### src/rtl/lso_pkg.sv
package lso_pkg;

  typedef enum logic [1:0] {
    SEG_FIRST  = 2'd0,
    SEG_CONT   = 2'd1,
    SEG_LAST   = 2'd2,
    SEG_SINGLE = 2'd3
  } seg_class_e;

endpackage

### src/rtl/lso_rst_sync.sv
module lso_rst_sync #(
  parameter int unsigned STAGES = 2
) (
  input  logic clk,
  input  logic rst_n,
  output logic rst_sync_n
);

  logic [STAGES-1:0] chain_q;

  always_ff @(posedge clk or negedge rst_n) begin
    if (!rst_n) chain_q <= '0;
    else        chain_q <= {chain_q[STAGES-2:0], 1'b1};
  end

  assign rst_sync_n = chain_q[STAGES-1];

endmodule

### src/rtl/lso_class_dec.sv
module lso_class_dec
  import lso_pkg::*;
#(
  parameter int unsigned LEN_W = 16
) (
  input  logic             first_pkt,
  input  logic [LEN_W-1:0] remain,
  input  logic [LEN_W-1:0] seg_size,
  output seg_class_e       cls,
  output logic [LEN_W-1:0] pay_len,
  output logic             more
);

  always_comb begin
    more    = (remain > seg_size);
    pay_len = more ? seg_size : remain;
    if (first_pkt) cls = more ? SEG_FIRST : SEG_SINGLE;
    else           cls = more ? SEG_CONT  : SEG_LAST;
  end

endmodule

### src/rtl/lso_field_gen.sv
module lso_field_gen
  import lso_pkg::*;
#(
  parameter int unsigned LEN_W        = 16,
  parameter int unsigned SEQ_W        = 32,
  parameter int unsigned ADDR_W       = 32,
  parameter int unsigned TCP_HDR_SPAN = 40,
  parameter int unsigned UDP_HDR_SPAN = 8,
  parameter int unsigned TCP_OVH      = 40,
  parameter int unsigned UDP_OVH      = 28,
  localparam int unsigned OFF_W       = LEN_W - 3
) (
  input  logic              udp,
  input  seg_class_e        cls,
  input  logic [LEN_W-1:0]  pay_len,
  input  logic [SEQ_W-1:0]  seq_cur,
  input  logic [LEN_W-1:0]  sent,
  input  logic [ADDR_W-1:0] base,
  input  logic [ADDR_W-1:0] pay_ptr,
  output logic [LEN_W-1:0]  ip_len,
  output logic [SEQ_W-1:0]  seq,
  output logic [SEQ_W-1:0]  ack,
  output logic [OFF_W-1:0]  frag_off,
  output logic              more_frag,
  output logic [ADDR_W-1:0] hdr_start,
  output logic [ADDR_W-1:0] hdr_end,
  output logic [ADDR_W-1:0] pay_start,
  output logic [ADDR_W-1:0] pay_end
);

  logic [LEN_W-1:0]  ovh;
  logic [ADDR_W-1:0] span;

  always_comb begin
    ovh       = udp ? LEN_W'(UDP_OVH) : LEN_W'(TCP_OVH);
    span      = udp ? ADDR_W'(UDP_HDR_SPAN) : ADDR_W'(TCP_HDR_SPAN);
    ip_len    = pay_len + ovh;
    seq       = udp ? '0 : seq_cur;
    ack       = udp ? '0 : seq_cur + SEQ_W'(pay_len);
    frag_off  = udp ? sent[LEN_W-1:3] : '0;
    more_frag = udp && ((cls == SEG_FIRST) || (cls == SEG_CONT));
    hdr_start = base;
    hdr_end   = base + span;
    pay_start = pay_ptr;
    pay_end   = pay_ptr + ADDR_W'(pay_len);
  end

endmodule

### src/rtl/lso_seg_seq.sv
module lso_seg_seq
  import lso_pkg::*;
#(
  parameter int unsigned LEN_W        = 16,
  parameter int unsigned SEQ_W        = 32,
  parameter int unsigned ADDR_W       = 32,
  parameter int unsigned TCP_HDR_SPAN = 40,
  parameter int unsigned UDP_HDR_SPAN = 8,
  parameter int unsigned TCP_OVH      = 40,
  parameter int unsigned UDP_OVH      = 28,
  localparam int unsigned OFF_W       = LEN_W - 3
) (
  input  logic              clk,
  input  logic              rst_n,
  input  logic              desc_valid,
  output logic              desc_ready,
  input  logic              desc_udp,
  input  logic [LEN_W-1:0]  desc_len,
  input  logic [ADDR_W-1:0] desc_base,
  input  logic [SEQ_W-1:0]  desc_seq,
  input  logic [LEN_W-1:0]  desc_seg,
  output logic              pkt_valid,
  input  logic              pkt_ready,
  output logic [1:0]        pkt_class,
  output logic [LEN_W-1:0]  pkt_ip_len,
  output logic [SEQ_W-1:0]  pkt_seq,
  output logic [SEQ_W-1:0]  pkt_ack,
  output logic [OFF_W-1:0]  pkt_frag_off,
  output logic              pkt_more_frag,
  output logic [ADDR_W-1:0] pkt_hdr_start,
  output logic [ADDR_W-1:0] pkt_hdr_end,
  output logic [ADDR_W-1:0] pkt_pay_start,
  output logic [ADDR_W-1:0] pkt_pay_end
);

  logic rst_s_n;

  // control state
  logic busy_q, busy_d, first_q, first_d;
  // message state, updated per packet only where the field moves
  logic              udp_q, udp_d;
  logic [LEN_W-1:0]  seg_q, seg_d, rem_q, rem_d, sent_q, sent_d;
  logic [SEQ_W-1:0]  seq_q, seq_d;
  logic [ADDR_W-1:0] base_q, base_d, ptr_q, ptr_d;

  logic              load_en, adv_en, more;
  logic [LEN_W-1:0]  pay_len;
  seg_class_e        cls;

  lso_rst_sync #(.STAGES(2)) u_rst (
    .clk        (clk),
    .rst_n      (rst_n),
    .rst_sync_n (rst_s_n)
  );

  lso_class_dec #(.LEN_W(LEN_W)) u_cls (
    .first_pkt (first_q),
    .remain    (rem_q),
    .seg_size  (seg_q),
    .cls       (cls),
    .pay_len   (pay_len),
    .more      (more)
  );

  lso_field_gen #(
    .LEN_W(LEN_W), .SEQ_W(SEQ_W), .ADDR_W(ADDR_W),
    .TCP_HDR_SPAN(TCP_HDR_SPAN), .UDP_HDR_SPAN(UDP_HDR_SPAN),
    .TCP_OVH(TCP_OVH), .UDP_OVH(UDP_OVH)
  ) u_fld (
    .udp       (udp_q),
    .cls       (cls),
    .pay_len   (pay_len),
    .seq_cur   (seq_q),
    .sent      (sent_q),
    .base      (base_q),
    .pay_ptr   (ptr_q),
    .ip_len    (pkt_ip_len),
    .seq       (pkt_seq),
    .ack       (pkt_ack),
    .frag_off  (pkt_frag_off),
    .more_frag (pkt_more_frag),
    .hdr_start (pkt_hdr_start),
    .hdr_end   (pkt_hdr_end),
    .pay_start (pkt_pay_start),
    .pay_end   (pkt_pay_end)
  );

  assign desc_ready = !busy_q;
  assign pkt_valid  = busy_q;
  assign pkt_class  = cls;
  assign load_en    = desc_valid && !busy_q;
  assign adv_en     = busy_q && pkt_ready;

  // next-state
  always_comb begin
    busy_d  = busy_q;
    first_d = first_q;
    udp_d   = udp_q;
    seg_d   = seg_q;
    rem_d   = rem_q;
    sent_d  = sent_q;
    seq_d   = seq_q;
    base_d  = base_q;
    ptr_d   = ptr_q;
    if (load_en) begin
      busy_d  = 1'b1;
      first_d = 1'b1;
      udp_d   = desc_udp;
      seg_d   = desc_seg;
      rem_d   = desc_len;
      sent_d  = '0;
      seq_d   = desc_seq;
      base_d  = desc_base;
      ptr_d   = desc_base + (desc_udp ? ADDR_W'(UDP_HDR_SPAN) : ADDR_W'(TCP_HDR_SPAN));
    end else if (adv_en) begin
      if (more) begin
        first_d = 1'b0;
        rem_d   = rem_q - seg_q;
        sent_d  = sent_q + seg_q;
        seq_d   = seq_q + SEQ_W'(seg_q);
        ptr_d   = ptr_q + ADDR_W'(seg_q);
      end else begin
        busy_d  = 1'b0;
      end
    end
  end

  // control registers
  always_ff @(posedge clk or negedge rst_s_n) begin
    if (!rst_s_n) begin
      busy_q  <= 1'b0;
      first_q <= 1'b0;
    end else if (load_en || adv_en) begin
      busy_q  <= busy_d;
      first_q <= first_d;
    end
  end

  // datapath registers, no reset, explicit enable
  always_ff @(posedge clk) begin
    if (load_en || adv_en) begin
      udp_q  <= udp_d;
      seg_q  <= seg_d;
      rem_q  <= rem_d;
      sent_q <= sent_d;
      seq_q  <= seq_d;
      base_q <= base_d;
      ptr_q  <= ptr_d;
    end
  end

endmodule

### config.mk
export PLATFORM = sky130hd
export DESIGN_NAME = lso_seg_seq
export DESIGN_NICKNAME = d
export VERILOG_FILES = /design/src/rtl/lso_pkg.sv /design/src/rtl/lso_rst_sync.sv /design/src/rtl/lso_class_dec.sv /design/src/rtl/lso_field_gen.sv /design/src/rtl/lso_seg_seq.sv
export SDC_FILE = /design/constraint.sdc
export NUM_CORES = 1
export LEC_CHECK = 0
export ABC_AREA = 1
export CAP_MARGIN = 15
export CORE_ASPECT_RATIO = 0.9
export CORE_MARGIN = 1
export CORE_UTILIZATION = 50
export CTS_BUF_LIST = sky130_fd_sc_hd__clkbuf_4 sky130_fd_sc_hd__clkbuf_8
export DETAILED_ROUTE_END_ITERATION = 7
export GPL_TIMING_DRIVEN = 0
export PLACE_DENSITY = 0.81
export SYNTH_ARGS = -nofsm -noshare
export SYNTH_HDL_FRONTEND = slang
export SYNTH_SLANG_ARGS = --single-unit
### constraint.sdc
create_clock -name clk -period 15.2 [get_ports clk]
set_clock_uncertainty 0.15 [all_clocks]
set_input_delay 4.56 -clock clk [delete_from_list [all_inputs] [get_ports clk]]
set_output_delay 4.56 -clock clk [all_outputs]
set_load 0.1 [all_outputs]
==> summary.md, run 1 <==
| Metric | Value |
|---|---|
| Critical path type | reg -> out |
| Final period util | 0.7803 |
| Initial DRC Count | 1667 |
| Post-synth top cells | nand2_1, inv_1, nor2_1 |
| Critical path's slowest cell | clkdlybuf4s50_1 |
| Gate count after technology mapping | about 1900 |
| Sink Count | 149 |
| Synth area leader | edfxtp_1 |
| Die ar. | 0.02826 mm^2 |
| Post-CTS setup buffers | 0 |
| #FFs+latches synth | about 150 |
| Sequential-to-total area share from yosys stat | 0.3229 |
| # hold bufs at CTS | 1 |
| # resized after CTS | 0 |
| Vias in the first global route | between 10000 and 15000 |
| Initial Utilization | 0.5103 |
| GRT Util Overall | 0.3751 |
| Worst path arrival time | slightly above 7 ns |
| CP Launch Type | flip-flop |
| Unrepaired setup endpoints after global routing | no |
| Clock slew at reported path FFs | between 0.1 and 0.15 ns |
| Vias/cell | between 5 and 6 |
| Fin Hold WS | ~0.21 ns |
| Non-Filler Instances | 2631 |
| Core Region | roughly 0.027 mm^2 |
| Final setup viols | 0 |
| Ys flop type | edfxtp_1 |
| Cell row count | between 50 and 60 |
| Placed cells | between 2000 and 3000 |
| First-pass GRT wire length | 79510 um |
| Syn Nets | 2128 |
| Antenna cell count | 0 |
| Nets | between 2000 and 2500 |
| Worst endpoint required time | 10.49 ns |
| Top-level port count | approximately 330 |
| DR WL/cell | roughly 20 um |
| Initial antenna violation count | 1 |
| GPL Wtd Cong | ~1 |
| Design Area, Final | 0.01802 mm^2 |
| DRC viols | 1 |
| Synth async-reset ratio | 0.02685 |
| Cell mode on critical path | nand2_1 |
| Max-cap violations | 0 |
| Failing checks | DRC |
| Remaining Overflow, GRT | 0 |
| Crit path buf inv count | 4 |
| Critical Path Fanout Max | 10 |
| Worst-Margin Slew | around 1.3 ns |
| Clk_lat worst skew | around 0.51 ns |
| Vias post-DR | between 15000 and 20000 |
| CTS tree | built |
| Slew HR | 0.1485 |
| Post-DP Area | 0.01761 mm^2 |
| Layout cells sized above 1 | 0.04304 |
| Cell variety after synth | 53 |
| Clock Tree Root | clkbuf_8 |
| Final Hold Fails | 0 |
| Synth top area cells | edfxtp_1, nand2_1, ha_1, inv_1, nor2_1 |
| Htree depth | 4 |
| CP Capture Type | output port |
| DIE WIDTH | between 150 and 200 um |
| Final Critical Period | about 12 ns |
| Die span in y | about 160 um |
| Final WL | 53320 um |
| Most numerous cell in the Yosys netlist | nand2_1 |
| Max clock buf depth | 2 |
| DRT antenna net count | 0 |
| IO buf count | 326 |
| Post-synth EDFFs | roughly 150 |
| Crit-path cells | ha_1 -> fa_1 -> inv_1 -> nand2_1 -> nand2_1 -> nand3_2 -> nand2_2 -> nand2_2 -> nand2_4 -> nand2_4 -> buf_6 -> o21ai_0 -> inv_1 -> fa_1 -> o21ai_0 -> a21oi_1 -> o21ai_2 -> nand3_1 -> nand2_1 -> nand2_1 -> nor2_1 -> nand2_1 -> xor2_1 -> clkdlybuf4s50_1 |
| CP peak stage delay | around 1.2 ns |
| Final HPWL DP | approximately 43000 um |
| Final Max Slew Viols | 0 |
| CP delay by family, top | compound AO/OA/AOI/OAI gates |
| Synth-to-Final Area Change | 30.63% |
| Worst hold path type | reg -> reg |
| Post-synth top area share | 0.3156 |
| Maximum clock rate | 84.31 MHz |
| Number of buffers created by CTS | 17 |
| Run status | finished, violations left |
| Drt pass-1 iters | 8 |
| Mapped Area | ~0.014 mm^2 |
| Ys Warns | 0 |
| Pin count of the biggest net entering global routing | 59 |
| Post-Syn Area per Cell | approximately 7 um^2 |
## through the flow
step	setup WS [ns]	utilization	TNS, ns
finish	3.339	0.6667	0
global route	3.049	0.6667	0
CTS	3.494	0.6667	0
detailed placement	4.078	0.6515	0
global placement	-1.472	0.6475	-127.94
floorplan	2.659	-	0
## layer usage
metal,up-vias,GRT usage,wire length [um]
met5,-,0,11
met4,2,0.1101,1356
met1,7034,0.5611,23190
met3,81,0.06996,6455
met2,930,0.5437,22300
li1,7111,-,-
## kinds of logic (layout without fill, tap and decap cells)
| family | Yosys count | in the layout | synth area share |
|---|---|---|---|
| xor gates and xnor gates | 114 | 114 | 0.07238 |
| DFF | 149 | 149 | 0.3229 |
| other | 1 | 1 | 0.0002718 |
| buffers and inverters | 287 | 650 | 0.08009 |
| and+or+nand+nor | 891 | 891 | 0.2766 |
| muxes | 1 | 1 | 0.0007257 |
| AOI/OAI and AO/OA | 358 | 358 | 0.1412 |
| adders and majority gates | 113 | 113 | 0.1058 |
## layout by cell type (no fill, tap or decap), drive strengths merged, types with 2 or more instances in the layout
cell           netlist  layout
a21boi               4       4
a21o                12      12
a21oi              142     142
a31oi               14      14
and2                 3       3
and3                 3       3
buf                  9      13
clkbuf              26      43
clkdlybuf4s50        0     326
clkinv               0       5
dfrtp                4       4
edfxtp             145     145
fa                   6       6
ha                 107     107
inv                252     261
nand2              478     478
nand3              107     107
nand4               33      33
nor2               206     206
nor3                34      34
nor4                 7       7
o21a                 7       7
o21ai              159     159
o21bai              10      10
o22ai                3       3
o31ai                2       2
or2                 17      17
xnor2               39      39
xor2                75      75
## worst paths after layout
| path | startpoint | end | slack [ns] | cells after the start |
|---|---|---|---|---|
| hold / removal | u_rst.chain_q[0]$_DFF_PN0_ | u_rst.chain_q[1]$_DFF_PN0_ | 0.21 | 0 |
| max in group asynchronous | rst_n | u_rst.chain_q[1]$_DFF_PN0_ | 10.70 | 1 |
| setup / recovery | seg_q[0]$_DFFE_PP_ | pkt_pay_end[30] | 3.34 | 24 |
| setup reg to reg | seg_q[0]$_DFFE_PP_ | seq_q[0]$_DFFE_PP_ | 11.35 | 15 |
| hold reg to reg | u_rst.chain_q[0]$_DFF_PN0_ | u_rst.chain_q[1]$_DFF_PN0_ | 0.21 | 0 |
| min in group asynchronous | u_rst.chain_q[1]$_DFF_PN0_ | pkt_valid$_DFFE_PN0P_ | 0.40 | 1 |
## worst register-to-register path, stage by stage, from the launching register on
cell	delay (ns)
edfxtp_1	0.60
ha_1	0.33
fa_1	0.37
inv_1	0.08
nand2_1	0.07
nand2_1	0.10
nand3_2	0.09
nand2_2	0.14
nand2_2	0.08
nand2_4	0.10
nand2_4	0.10
buf_6	0.17
o21ai_4	0.49
buf_16	0.23
buf_12	0.20
buf_12	0.23
## registers in the layout, indices dropped and copies added, names as in the netlist
signal and flops:
base_q 32, pkt_valid 1, seg_q 16, seq_q 32, sent_q 16, ptr_q 32
u_rst.chain_q 2, first_q 1, rem_q 16, udp_q 1
## final cells by class
type / instances / area [um^2]
Tap cell: 354 / 442.9
Fill cell: 2396 / 9010
Timing Repair Buffer: 331 / 3368
Clock buffer: 17 / 234.0
Buffer: 35 / 162.7
Sequential cell: 149 / 4454
Clock inverter: 15 / 165.2
Multi-Input combinational cell: 1478 / 8247
Inverter: 252 / 945.9
Power of run 1 is left out: the tool's default activity adds up to more than one toggle a clock period on the data nets, which glitch-free logic cannot reach.
==> inputs of run 2 (changes only) <==
CORE_UTILIZATION = 48   (was 50)
PLACE_DENSITY = 0.82   (was 0.81)
clock period = 9.9 ns   (was 15.2 ns; I/O delays follow)
==> run 2 against run 1 <==
First-iteration DRC count fell by 12%. The run now ends clean. Sequential share of layout area fell by 0.072 points. Count of clock-buffer cells in the layout did not move. Largest cell class unchanged. Critical endpoint is now pkt_ack[25]. Via count fell by 0.66%. Non-clock buffer count rose by 1. Register-to-register slack got worse by 5.1 ns. Global-route usage fell by 1.7 points. Utilization fell by 2.3 points. Cell area rose by 0.29%. Routed wire length rose by 0.77%. Setup slack got worse by 3.1 ns.
==> summary.md, run 2 (synthesis results as in run 1) <==
| Metric | Value |
|---|---|
| Top flop regs | base_q: 32 flops, ptr_q: 32 flops, seq_q: 32 flops (unchanged) |
| Post-DP Area | 0.01762 mm^2 (was 0.01761 mm^2) |
| Cell row count | 58 (was 57) |
| Most frequent cells in the layout | nand2_1, clkdlybuf4s50_1, inv_1 (unchanged) |
| CTS tree | built (unchanged) |
| DIE WIDTH | 180.7 um (was 177.1 um) |
| Hold path cells | 0 (unchanged) |
| Vias post-DR | 15060 (was 15160) |
| Initial antenna violation count | 0 (was 1) |
| Flop-to-flop setup slack | 6.25 ns (was 11.35 ns) |
| Critical path type | reg -> out (unchanged) |
| Nets | 2479 (was 2478) |
| Synth-to-Final Area Change | 31.01% (was 30.63%) |
| IO buf count | 326 (unchanged) |
| Clock Tree Root | clkbuf_8 (unchanged) |
| Maximum clock rate | 103.3 MHz |
| Setup TNS | 0 ns (unchanged) |
| Max clock buf depth | 2 (unchanged) |
| Vias in the first global route | 13660 (was 13770) |
| Clk_lat worst skew | 0.48 ns (was 0.51 ns) |
| Run status | finished, final reports clean (was finished, violations left) |
| Crit path from | seg_q[6]$_DFFE_PP_ (was seg_q[0]$_DFFE_PP_) |
| Vias/cell | 5.710 (was 5.761) |
| DRC viols | 0 (was 1) |
| Worst-Margin Slew | 1.233 ns (was 1.264 ns) |
| Htree depth | 4 (unchanged) |
| Remaining Overflow, GRT | 0 (unchanged) |
| Sink Count | 149 (unchanged) |
| Worst path arrival time | 6.56 ns (was 7.15 ns) |
| Final period util | 0.9782 |
| Die span in y | 162.8 um (was 159.6 um) |
| Post-CTS setup buffers | 0 (unchanged) |
| Final Critical Period | between 9 and 10 ns |
| Antenna cell count | 0 (unchanged) |
| GR peak layer | met2 (was met1) |
| GRT met1 Usage | 0.4978 (was 0.5611) |
| Pin count of the biggest net entering global routing | 59 (unchanged) |
| Worst hold path type | reg -> reg (unchanged) |
| Pre-CTS setup slack | 0.5375 ns (was 4.078 ns) |
| Initial Utilization | 0.4912 (was 0.5103) |
| Commonest non-fill, non-tap cell in the layout | nand2_1 (unchanged) |
| Core Region | 0.02808 mm^2 (was 0.02703 mm^2) |
| Max-cap violations | 0 (unchanged) |
| GRT Util Overall | 0.3584 (was 0.3751) |
| Final Hold Fails | 0 (unchanged) |
| R2R Path End | seq_q[3]$_DFFE_PP_ (was seq_q[0]$_DFFE_PP_) |
| Met2 Use GR | 0.5444 (was 0.5437) |
| Post-route setup slack | 0.2161 ns (was 3.339 ns) |
| Design Area, Final | 0.01807 mm^2 (was 0.01802 mm^2) |
| CP Launch Type | flip-flop (unchanged) |
| GPL Wtd Cong | 1.003 (was 1.004) |
| Final Max Slew Viols | 0 (unchanged) |
| Fillcell total | 2475 (was 2396) |
| DR WL/cell | 20.37 um (was 20.26 um) |
| Global routing usage on met3 | 0.1024 (was 0.06996) |
| Reg2reg path depth | 14 (was 15) |
| Die ar. | 0.02942 mm^2 (was 0.02826 mm^2) |
| Initial DRC Count | 1473 (was 1667) |
| Worst endpoint required time | 6.78 ns (was 10.49 ns) |
| Unrepaired setup endpoints after global routing | no (unchanged) |
| CP Capture Type | output port (unchanged) |
| First-pass GRT wire length | 79370 um (was 79510 um) |
| Reg area | 0.004454 mm^2 (unchanged) |
| Clock slew at reported path FFs | 0.09 ns (was 0.11 ns) |
| Final HPWL DP | 43670 um (was 43320 um) |
| Number of buffers created by CTS | 17 (unchanged) |
| Drt pass-1 iters | 6 (was 8) |
| DRT antenna net count | 0 (unchanged) |
| Footprint of the multi-input gates | 0.008247 mm^2 (unchanged) |
| Slew HR | 0.1692 (was 0.1485) |
| Reg-to-Reg Start | seg_q[6]$_DFFE_PP_ (was seg_q[0]$_DFFE_PP_) |
| Final WL | 53730 um (was 53320 um) |
| Top-level port count | 327 (unchanged) |
| CP Capture Point | pkt_ack[25] (was pkt_pay_end[30]) |
| Layout cells sized above 1 | 0.04436 (was 0.04304) |
| Final setup viols | 0 (unchanged) |
| Critical Path Fanout Max | 10 (unchanged) |
==> run 2: cell types whose count changed in the layout (fill, tap and decap cells not counted), sizes merged <==
| cell | before | now |
|---|---|---|
| dlymetal6s2s | 0 | 21 |
| clkinv | 5 | 3 |
| clkdlybuf4s50 | 326 | 303 |
| inv | 261 | 262 |
| clkbuf | 43 | 46 |
==> run 2: final cells by class <==
type,instances,share of cell area
Inverter,252,0.05234
Tap cell,360,0.02492
Clock inverter,14,0.008862
Buffer,35,0.009000
Timing Repair Buffer,332,0.1891
Clock buffer,17,0.01295
Multi-Input combinational cell,1478,0.4563
Sequential cell,149,0.2465
==> run 2: through the flow <==
| step | hold WS, ns | cells | utilization |
|---|---|---|---|
| 6_report | 0.2075 | 2637 | 0.6435 |
| 5_1_grt | 0.2130 | 2637 | 0.6435 |
| 4_1_cts | 0.2097 | 2636 | 0.6417 |
| 3_5_place_dp | -0.1283 | 2604 | 0.6273 |
| 3_3_place_gp | -0.1330 | 2600 | 0.6234 |
| 2_1_floorplan | -0.1389 | 1914 | - |
==> run 2: repair_timing <==
| item | in CTS | in global routing |
|---|---|---|
| hold buffers | 1 | 0 |
| endpoints found under the hold margin | 2 | 0 |
| setup endpoints to repair | 0 | 23 |
| gates resized for setup | 0 | 26 |
==> run 2: how the worst min path moves through the flow <==
stage | start | to | slack (ns)
after floorplan | u_rst.chain_q[1]$_DFF_PN0_ | first_q$_DFFE_PN0P_ | -0.14
after global placement | u_rst.chain_q[1]$_DFF_PN0_ | first_q$_DFFE_PN0P_ | -0.13
after detailed placement | u_rst.chain_q[1]$_DFF_PN0_ | pkt_valid$_DFFE_PN0P_ | -0.13
after CTS | u_rst.chain_q[0]$_DFF_PN0_ | u_rst.chain_q[1]$_DFF_PN0_ | 0.21
after global routing | u_rst.chain_q[0]$_DFF_PN0_ | u_rst.chain_q[1]$_DFF_PN0_ | 0.21
final | u_rst.chain_q[0]$_DFF_PN0_ | u_rst.chain_q[1]$_DFF_PN0_ | 0.21
==> run 2: routing by layer <==
metal  routed length (um)  share of wire  vias to the layer above
li1                     -              -                     7096
met1                23160           0.43                     7027
met2                23050           0.43                      878
met3                 6492           0.12                       57
met4                 1021          0.019                        0
met5                    0              0                        -
==> run 2: critical path, cell delays in order, from the launching register on <==
cell	delay, ns
edfxtp_1	0.66
inv_1	0.18
ha_1	0.40
nand2_2	0.10
nor2_4	0.14
nand3_2	0.10
nand2_2	0.13
nand2_2	0.07
nand2_4	0.10
nand2_4	0.10
buf_6	0.17
buf_2	0.21
o21ai_0	0.68
ha_1	0.32
nor2_1	0.05
nand2_1	0.05
o21ai_0	0.13
o21bai_1	0.25
inv_1	0.10
o21ai_0	0.37
nand2_1	0.23
nand2_1	0.15
nand2_1	0.08
a21oi_1	0.16
clkdlybuf4s50_1	1.16
Power of run 2 is left out for the same reason.
